$ cat src/rtl/mcf_pkg.sv
package mcf_pkg;
    localparam logic [31:0] CRC_POLY = 32'h04C1_1DB7;
    localparam logic [31:0] CRC_SEED = 32'hFFFF_FFFF;

    typedef enum logic [1:0] {
        ST_IDLE,
        ST_ADDR,
        ST_REPORT,
        ST_SKIP
    } mcf_state_e;

    typedef struct packed {
        logic promisc;
        logic allmulti;
        logic bcast_en;
        logic own_en;
    } mcf_mode_t;

    // One byte of the MSB-first CRC, data bits consumed LSB first
    function automatic logic [31:0] crc_step(input logic [31:0] c, input logic [7:0] b);
        logic [31:0] r;
        logic        fb;
        r = c;
        for (int i = 0; i < 8; i++) begin
            fb = r[31] ^ b[i];
            r  = {r[30:0], 1'b0};
            if (fb) r = r ^ CRC_POLY;
        end
        return r;
    endfunction
endpackage

$ cat src/rtl/mcf_cfg_regs.sv
module mcf_cfg_regs
    import mcf_pkg::*;
#(
    parameter int SEL_W  = 3,
    parameter int WORD_W = 32,
    parameter int STA_W  = 48
) (
    input  logic                  clk,
    input  logic                  rst_n,
    input  logic                  we,
    input  logic [SEL_W-1:0]      sel,
    input  logic [WORD_W-1:0]     wdata,
    output logic [2*WORD_W-1:0]   hash,
    output logic [STA_W-1:0]      station,
    output mcf_mode_t             mode
);
    localparam int HI_W = STA_W - WORD_W;
    localparam logic [SEL_W-1:0] SEL_HLO  = SEL_W'(0);
    localparam logic [SEL_W-1:0] SEL_HHI  = SEL_W'(1);
    localparam logic [SEL_W-1:0] SEL_SLO  = SEL_W'(2);
    localparam logic [SEL_W-1:0] SEL_SHI  = SEL_W'(3);
    localparam logic [SEL_W-1:0] SEL_MODE = SEL_W'(4);

    mcf_mode_t new_mode;
    logic      flood_now;

    assign new_mode  = mcf_mode_t'(wdata[3:0]);
    assign flood_now = mode.allmulti | mode.promisc;

    always_ff @(posedge clk) begin
        if (!rst_n) begin
            hash    <= '0;
            station <= '0;
            mode    <= '0;
        end else if (we) begin
            unique case (sel)
                SEL_HLO:  if (!flood_now) hash[WORD_W-1:0] <= wdata;
                SEL_HHI:  if (!flood_now) hash[2*WORD_W-1:WORD_W] <= wdata;
                SEL_SLO:  station[WORD_W-1:0] <= wdata;
                SEL_SHI:  station[STA_W-1:WORD_W] <= wdata[HI_W-1:0];
                SEL_MODE: begin
                    mode <= new_mode;
                    if (new_mode.allmulti | new_mode.promisc) hash <= '1;
                end
                default: ;
            endcase
        end
    end

    // the flooding modes always leave a full hash table
    a_r8_flood_full: assert property (@(posedge clk) disable iff (!rst_n)
        (mode.allmulti | mode.promisc) |-> (&hash));
    // hash words are frozen while flooding
    a_r8_hash_frozen: assert property (@(posedge clk) disable iff (!rst_n)
        (flood_now && !(we && sel == SEL_MODE)) |=> $stable(hash));
endmodule

$ cat src/rtl/mcf_hash_lookup.sv
module mcf_hash_lookup #(
    parameter int IDX_W = 6
) (
    input  logic [(1<<IDX_W)-1:0] hash,
    input  logic [IDX_W-1:0]      idx,
    output logic                  hit,
    output logic                  any_set
);
    localparam int BANK_W = 1 << (IDX_W - 1);

    logic [1:0] bank_bit;

    genvar g;
    generate
        for (g = 0; g < 2; g++) begin : g_bank
            assign bank_bit[g] = hash[g*BANK_W + int'(idx[IDX_W-2:0])];
        end
    endgenerate

    assign hit     = idx[IDX_W-1] ? bank_bit[1] : bank_bit[0];
    assign any_set = |hash;
endmodule

$ cat src/rtl/mcast_addr_filter.sv
module mcast_addr_filter
    import mcf_pkg::*;
#(
    parameter int ADDR_BYTES = 6,
    parameter int IDX_W      = 6,
    parameter int SEL_W      = 3,
    parameter int WORD_W     = 32
) (
    input  logic              clk,
    input  logic              rst_n,
    input  logic              cfg_we,
    input  logic [SEL_W-1:0]  cfg_sel,
    input  logic [WORD_W-1:0] cfg_wdata,
    input  logic              rx_valid,
    input  logic              rx_first,
    input  logic [7:0]        rx_byte,
    output logic              decision_valid,
    output logic              accept
);
    localparam int STA_W  = 8 * ADDR_BYTES;
    localparam int CNT_W  = $clog2(ADDR_BYTES + 1);
    localparam int HASH_W = 1 << IDX_W;
    localparam logic [CNT_W-1:0] LAST_CNT = CNT_W'(ADDR_BYTES - 1);

    logic [HASH_W-1:0] hash;
    logic [STA_W-1:0]  station;
    mcf_mode_t         mode;

    mcf_state_e        state, state_nx;
    logic [31:0]       crc;
    logic [CNT_W-1:0]  cnt;
    logic              is_mc, all_ff, own_eq;
    logic              hit, any_set;
    logic              start, take;

    mcf_cfg_regs #(.SEL_W(SEL_W), .WORD_W(WORD_W), .STA_W(STA_W)) u_regs (
        .clk(clk), .rst_n(rst_n), .we(cfg_we), .sel(cfg_sel), .wdata(cfg_wdata),
        .hash(hash), .station(station), .mode(mode)
    );

    mcf_hash_lookup #(.IDX_W(IDX_W)) u_lookup (
        .hash(hash), .idx(crc[31 -: IDX_W]), .hit(hit), .any_set(any_set)
    );

    function automatic logic [7:0] sta_byte(input logic [CNT_W-1:0] k);
        logic [7:0] r;
        r = '0;
        for (int i = 0; i < ADDR_BYTES; i++)
            if (k == CNT_W'(i)) r = station[8*(ADDR_BYTES-1-i) +: 8];
        return r;
    endfunction

    assign start = rx_valid && rx_first;
    assign take  = rx_valid && !rx_first && (state == ST_ADDR);

    // Next state
    always_comb begin
        state_nx = state;
        if (start) begin
            state_nx = ST_ADDR;
        end else begin
            unique case (state)
                ST_IDLE:   state_nx = ST_IDLE;
                ST_ADDR:   if (take && cnt == LAST_CNT) state_nx = ST_REPORT;
                ST_REPORT: state_nx = ST_SKIP;
                ST_SKIP:   state_nx = ST_SKIP;
                default:   state_nx = ST_IDLE;
            endcase
        end
    end

    // State register
    always_ff @(posedge clk) begin
        if (!rst_n) state <= ST_IDLE;
        else        state <= state_nx;
    end

    // Address collection datapath
    always_ff @(posedge clk) begin
        if (!rst_n) begin
            crc    <= CRC_SEED;
            cnt    <= '0;
            is_mc  <= 1'b0;
            all_ff <= 1'b0;
            own_eq <= 1'b0;
        end else if (start) begin
            crc    <= crc_step(CRC_SEED, rx_byte);
            cnt    <= CNT_W'(1);
            is_mc  <= rx_byte[0];
            all_ff <= (rx_byte == 8'hFF);
            own_eq <= (rx_byte == sta_byte('0));
        end else if (take) begin
            crc    <= crc_step(crc, rx_byte);
            cnt    <= cnt + CNT_W'(1);
            all_ff <= all_ff && (rx_byte == 8'hFF);
            own_eq <= own_eq && (rx_byte == sta_byte(cnt));
        end
    end

    // Outputs
    always_comb begin
        decision_valid = (state == ST_REPORT);
        accept         = 1'b0;
        if (decision_valid) begin
            if (mode.promisc)  accept = 1'b1;
            else if (all_ff)   accept = mode.bcast_en;
            else if (is_mc)    accept = (any_set || mode.allmulti) && hit;
            else               accept = mode.own_en && own_eq;
        end
    end

    // one-cycle strobe, preceded by a captured byte
    a_r2_one_cycle: assert property (@(posedge clk) disable iff (!rst_n)
        decision_valid |=> !decision_valid);
    a_r2_after_byte: assert property (@(posedge clk) disable iff (!rst_n)
        decision_valid |-> $past(rx_valid));
    a_r2_quiet: assert property (@(posedge clk) disable iff (!rst_n)
        !decision_valid |-> !accept);
    // promiscuous keeps everything
    a_r7_promisc: assert property (@(posedge clk) disable iff (!rst_n)
        (decision_valid && mode.promisc) |-> accept);
    // broadcast refused when its enable is off
    a_r5_bcast_off: assert property (@(posedge clk) disable iff (!rst_n)
        (decision_valid && all_ff && !mode.bcast_en && !mode.promisc) |-> !accept);
    // empty table without all-multicast refuses multicast
    a_r4_empty_table: assert property (@(posedge clk) disable iff (!rst_n)
        (decision_valid && is_mc && !all_ff && hash == '0 && !mode.allmulti
         && !mode.promisc) |-> !accept);
endmodule

$ cat config.mk
export PLATFORM = sky130hd
export DESIGN_NAME = mcast_addr_filter
export DESIGN_NICKNAME = d
export VERILOG_FILES = /design/src/rtl/mcf_pkg.sv /design/src/rtl/mcf_cfg_regs.sv /design/src/rtl/mcf_hash_lookup.sv /design/src/rtl/mcast_addr_filter.sv
export SDC_FILE = /design/constraint.sdc
export NUM_CORES = 1
export LEC_CHECK = 0
export ABC_AREA = 1
export BUFFER_PORTS_ARGS = -buffer_cell sky130_fd_sc_hd__buf_4
export CORE_MARGIN = 1.5
export CORE_UTILIZATION = 60
export DETAILED_ROUTE_END_ITERATION = 6
export PLACE_DENSITY = 0.9
export SYNTH_ARGS = -nofsm -noshare
export SYNTH_HDL_FRONTEND = slang
export SYNTH_SLANG_ARGS = --single-unit
$ cat constraint.sdc
create_clock -name clk -period 3.2 [get_ports clk]
set_input_delay 0.64 -clock clk [delete_from_list [all_inputs] [get_ports clk]]
set_output_delay 0.64 -clock clk [all_outputs]
set_load 0.005 [all_outputs]
# Yosys cells after proc, flatten, opt, wreduce, memory -nomap -nowiden
# Index checks and enable logic that the tools add are counted.
# op_classes
addsub	2
order_cmp	2
n_eq_ne	20
muxes	87
bitwise_logic	33
n_reduce_logical	24
# op_table
cell	count
two-way mux 32 bit	38
two-way mux 27 bit	16
NOT 14 bit	15
one-hot mux 32 bit (2 select lines)	2
two-way mux 8 bit	11
two-way mux 64 bit	1
OR reduction 64 bit	1
< comparator 32 x 8 -> 1 bit, second input constant	1
== test 8 bit	2
two-way mux 1 bit	15
bitwise XOR 1 bit	15
== test 3 x 2 -> 1 bit, second input constant	4
== test 3 bit, second input constant	3
== test 8 bit, second input constant	1
logical AND 1 bit	8
AND reduction 4 bit	2
adder 6 x 5 -> 7 bit, first input constant	1
< comparator 5 x 7 -> 1 bit, second input constant	1
binary-select mux 1 bit (select 6 bit)	1
== test 3 x 1 -> 1 bit, second input constant	2
zero test 3 bit	2
one-hot mux 2 bit (3 select lines)	1
AND reduction 2 bit	3
nonzero test 2 bit	3
14 further kinds	19
# word_totals
ff_bits	156
elab_cells	184

# Depth between registers and ports, before layout
# depth
ltp_word	40
mapped_depth	20
mapped_depth_nobuf	19

# Cells and area by module
# A second synthesis with hierarchy kept.
# unflattened
cells_unflattened	1462
hier_area_um2	9367.7
# by_module_without_submodules
module	instances	cells_each	area_each_um2	seq_area_each_um2
mcf_cfg_regs	1	687	4603.2	2322.2
mcast_addr_filter	1	600	3931.3	800.8
mcf_hash_lookup	1	175	833.3	0.0

# Worst setup path after synthesis
# Ideal clock, no wire load.
# synth_timing
kind	register -> output
start	register crc[27]
end	output accept
arrival_ns	1.573
required_time_ns	2.560
path_slack_ns	0.987
path_stages_with_launch	13
path_buffers	2
cell_sequence	dfxtp_1 > buf_4 > inv_2 > clkbuf_1 > o21ai_0 > o22ai_1 > nand2_1 > nand3_1 > nand3_1 > nand3_1 > nand3_1 > a21oi_1 > o21a_1
# synth_via
elab_chain_len	10
# synth_lines
item	line	rtl
start: declaration	mcast_addr_filter.sv:30	logic [31:0] crc;
start signal: assignment	mcast_addr_filter.sv:87	crc <= crc_step(CRC_SEED, rx_byte);
start signal: assignment	mcast_addr_filter.sv:93	crc <= crc_step(crc, rx_byte);
adder 6 x 5 -> 7 bit	mcf_hash_lookup.sv:16	assign bank_bit[g] = hash[g*BANK_W + int'(idx[IDX_W-2:0])];
binary-select mux 1 bit (select 6 bit)	mcf_hash_lookup.sv:16	
two-way mux 1 bit (not written as such) (2 in series)	mcf_hash_lookup.sv:16	
two-way mux 1 bit *	mcf_hash_lookup.sv:20	assign hit = idx[IDX_W-1] ? bank_bit[1] : bank_bit[0];
logical AND 1 bit *	mcast_addr_filter.sv:107	else if (is_mc) accept = (any_set || mode.allmulti) && hit;
two-way mux 1 bit *	mcast_addr_filter.sv:107	
two-way mux 1 bit *	mcast_addr_filter.sv:106	else if (all_ff) accept = mode.bcast_en;
two-way mux 1 bit *	mcast_addr_filter.sv:105	if (mode.promisc) accept = 1'b1;
two-way mux 1 bit *	mcast_addr_filter.sv:104	if (decision_valid) begin
end: declaration	mcast_addr_filter.sv:18	output logic accept
# Mark *: on every way between the ends. The rest lies on a longest branch, timed or not. The select of a mux whose other input is x is not followed.

# Worst setup path in the final report
# layout_timing
start	register crc[26]
end	output accept
# The elaborated chain is that of the path after synthesis.

==> summary.md <==
| Metric | Value |
|---|---|
| Outcome | finished clean |
| Vias in the first global route | 8258 |
| Most frequent CP cell | nand3_1 |
| I/O Buffers | between 40 and 50 |
| Synth area leader | dfxtp_1 |
| First-pass GRT wire length | 41.7 mm |
| Seq cells post-synth | around 160 |
| Worst Path Arrival | approximately 2.4 ns |
| DRT antenna net count | 0 |
| Peak supply drop | approximately 0.38 mV |
| Mapped Area | approximately 9000 um2 |
| Leak | around 4.2 nW |
| Nets | 1335 |
| DP Wirelength | 17.0 mm |
| Unrepaired setup endpoints after global routing | no |
| Core Box Area | between 10000 and 15000 um2 |
| Crit path max fanout | 34 |
| Gpl congestion | ~0.92 |
| Post-Route WL | approximately 26 mm |
| CTS root buf | clkbuf_16 |
| Die X-Extent | around 120 um |
| CP cell instances | inv_2 -> o21ai_0 -> o22ai_1 -> nand2_1 -> nand3_1 -> nand3_1 -> nand3_1 -> nand3_1 -> a21oi_1 -> o21a_1 -> buf_4 |
| Register area share after synthesis | a little over a third |
| Layout Skew | around 0.0077 ns |
| Power per cell area | between 500 and 600 nW/um2 |
| Setup-violating endpoint count in the final report | 0 |
| Die Height | 125 um |
| Routed metal-1 wirelength | about 10 mm |
| Worst-Skew Late Latency | approximately 0.44 ns |
| Largest net degree at the start of global routing | between 100 and 150 |
| Worst Max-Slew Pin Slew | approximately 1.2 ns |
| Multi-input logic area | roughly 4900 um2 |
| Maximum clock rate | 330 MHz |
| Storage element area | roughly 3100 um2 |
| Post-CTS Resized | 0 |
| Min Tclk post-route | between 3 and 4 ns |
| Post-CTS Hold Buffers | 0 |
| Total clock sinks | 156 |
| CP Capture Type | primary output |
| Slowest library cell on the worst path | inv_2 |
| Layout cells sized above 1 | 12.9% |
| Synth top area cells | dfxtp_1, o21ai_0, nand2_1 |
| Share of Yosys cell area claimed by the top area cell type | about a third |
| Top Layer Used | met4 |
| Met2 wire length | ~12 mm |
| Yosys warns | 0 |
| Main synth FF type | dfxtp_1 |
| Post-CTS Setup Inserts | 0 |
| Number of synthesized flops with an enable pin | 0 |
| Synth cell types | 44 |
| Final period util | approximately 95% |
| Met3 routed WL | 2.66 mm |
| CP required | 2.56 ns |
| Total CTS buffers | 17 |
| Mean post-synth cell area | a little under 7 um2 |
| TritonCTS clock tree | built |
| Final hold vios | 0 |
| Vias | about 8900 |
| Iter 0 DRT Violations | ~1000 |
| Setup TNS | 0 ns |
| WS Path Type | reg -> out |
| Mapped Cells | 1275 |
| Placed Area | just over 9000 um2 |
| Top delay family on crit path | compound AO/OA/AOI/OAI gates |
| Worst hold path type | reg -> reg |
| Via density | 6.01 |
| Slew Limit Headroom | between 10% and 20% |
| Initial antenna violation count | 0 |
| Clk slew on worst S/H paths | ~0.060 ns |
| Io pins | 50 |
| Startpoint Class | flip-flop |
| Ys async rst share | 0% |
| Initial Utilization | ~61% |
| Mapped Nets | 1331 |
| FILL cells | ~1100 |
| Total track usage | 33.4% |
| Antenna diodes | 0 |
| Delay of the slowest cell on the worst path | 0.36 ns |
| Slew Viols, Final | 0 |
| H-tree Lvls | 4 |
| DR DRC count | 0 |
| Bufs on Longest Clock Path | 2 |
| Worst path bufs/invs | 2 |
| Final Instance Area | 9880 um2 |
| Total grt overflow | 0 |
| Drt wl/cell | ~18 um |
| P&R area growth vs syn | 11.4% |
| Router iterations before antenna repair | 6 |
| Std-Cell Rows | 44 |
| Die ar. | ~16000 um2 |
| Max-Cap Viols | 0 |
-- state kept, by name, summed over array words and instances (netlist names) --
name and cells:
is_mc 1, all_ff 1, u_regs.hash 64, u_regs.mode 4
crc 32, cnt 3, u_regs.station 48, own_eq 1
state 2
-- logic make-up (layout without fill, tap and decap cells) --
| family | count (synthesis) | in the layout | synth area share [%] |
|---|---|---|---|
| buffers and inverters | 205 | 219 | 9.29 |
| adder cells (fa/ha/maj) | 8 | 8 | 1.13 |
| AND/OR/NAND/NOR | 501 | 501 | 24.9 |
| flip-flops | 156 | 156 | 35.2 |
| XOR/XNOR | 90 | 90 | 10.5 |
| AO/OA/AOI/OAI | 315 | 315 | 19.0 |
-- power breakdown --
group          switching, mW  internal, mW  total [mW]
registers             0.0818          2.07        2.15
clock network          0.832          1.45        2.28
logic                  0.904         0.519        1.42
total                   1.82          4.03        5.85
-- through the flow --
stage	util [%]	cells	power (mW)	worst slack, ns	hold WS [ns]
3_3_place_gp	63.7	1444	3.49	0.723	0.433
5_1_grt	68.2	1473	6.04	0.0212	0.471
2_1_floorplan	-	1275	3.21	0.987	0.424
6_report	68.2	1473	5.85	0.174	0.446
3_5_place_dp	63.7	1444	3.54	0.623	0.438
4_1_cts	68.2	1473	5.79	0.218	0.447
-- placed cells by master, fill, tap and decap left out, types with 3 or more instances in the layout --
cell type and instances:
nand2_1 199, o21ai_0 179, dfxtp_1 156, nor2_1 148, inv_1 111, nand3_1 97, a21oi_1 94, xor2_1 60
buf_4 60, or2_2 36, xnor2_1 18, clkbuf_16 17, inv_2 11, o22ai_1 8, ha_1 8, o211ai_1 7
o21ai_1 7, clkinv_1 6, bufinv_16 6, o2111ai_1 5, o221ai_1 5, nand2_2 5, nand2_4 4, xor2_2 4
nand4_1 3, xnor2_4 3, xnor2_2 3
-- path summary, 6_finish.rpt --
kind / start / end / slack (ns) / depth (start not counted)
hold reg to reg: u_regs.hash[26] / u_regs.hash[26] / 0.45 / 2
hold / removal: u_regs.hash[26] / u_regs.hash[26] / 0.45 / 2
setup reg to reg: cnt[2] / own_eq / 0.48 / 19
setup / recovery: crc[26] / accept / 0.17 / 11
-- tightest hold or removal path, cell delays in order (launching register included) --
cell,delay [ns]
dfxtp_1,0.30
inv_1,0.05
a21oi_1,0.05
-- area by class of cell --
class,instances,area share (%)
tap,184,2.33
clock inverter,12,2.25
clock buffer,17,4.31
timing repair buffer,61,4.76
sequential,156,31.6
multi-input combinational,914,49.8
inverter,129,4.93
-- synth_stat cells, types with 11 or more instances --
cell type,count
xor2_1,60
clkbuf_1,61
inv_2,11
a21oi_1,94
xnor2_1,18
or2_2,36
nand3_1,97
nor2_1,148
o21ai_0,179
nand2_1,199
dfxtp_1,156
inv_1,111
-- layer usage --
layer / GRT usage, % / vias up
met5: 0 / -
met1: 42.5 / 4005
met3: 6.49 / 119
met4: 17.7 / 0
li1: - / 4152
met2: 53.6 / 581
Power figures use the tool's default switching activity.
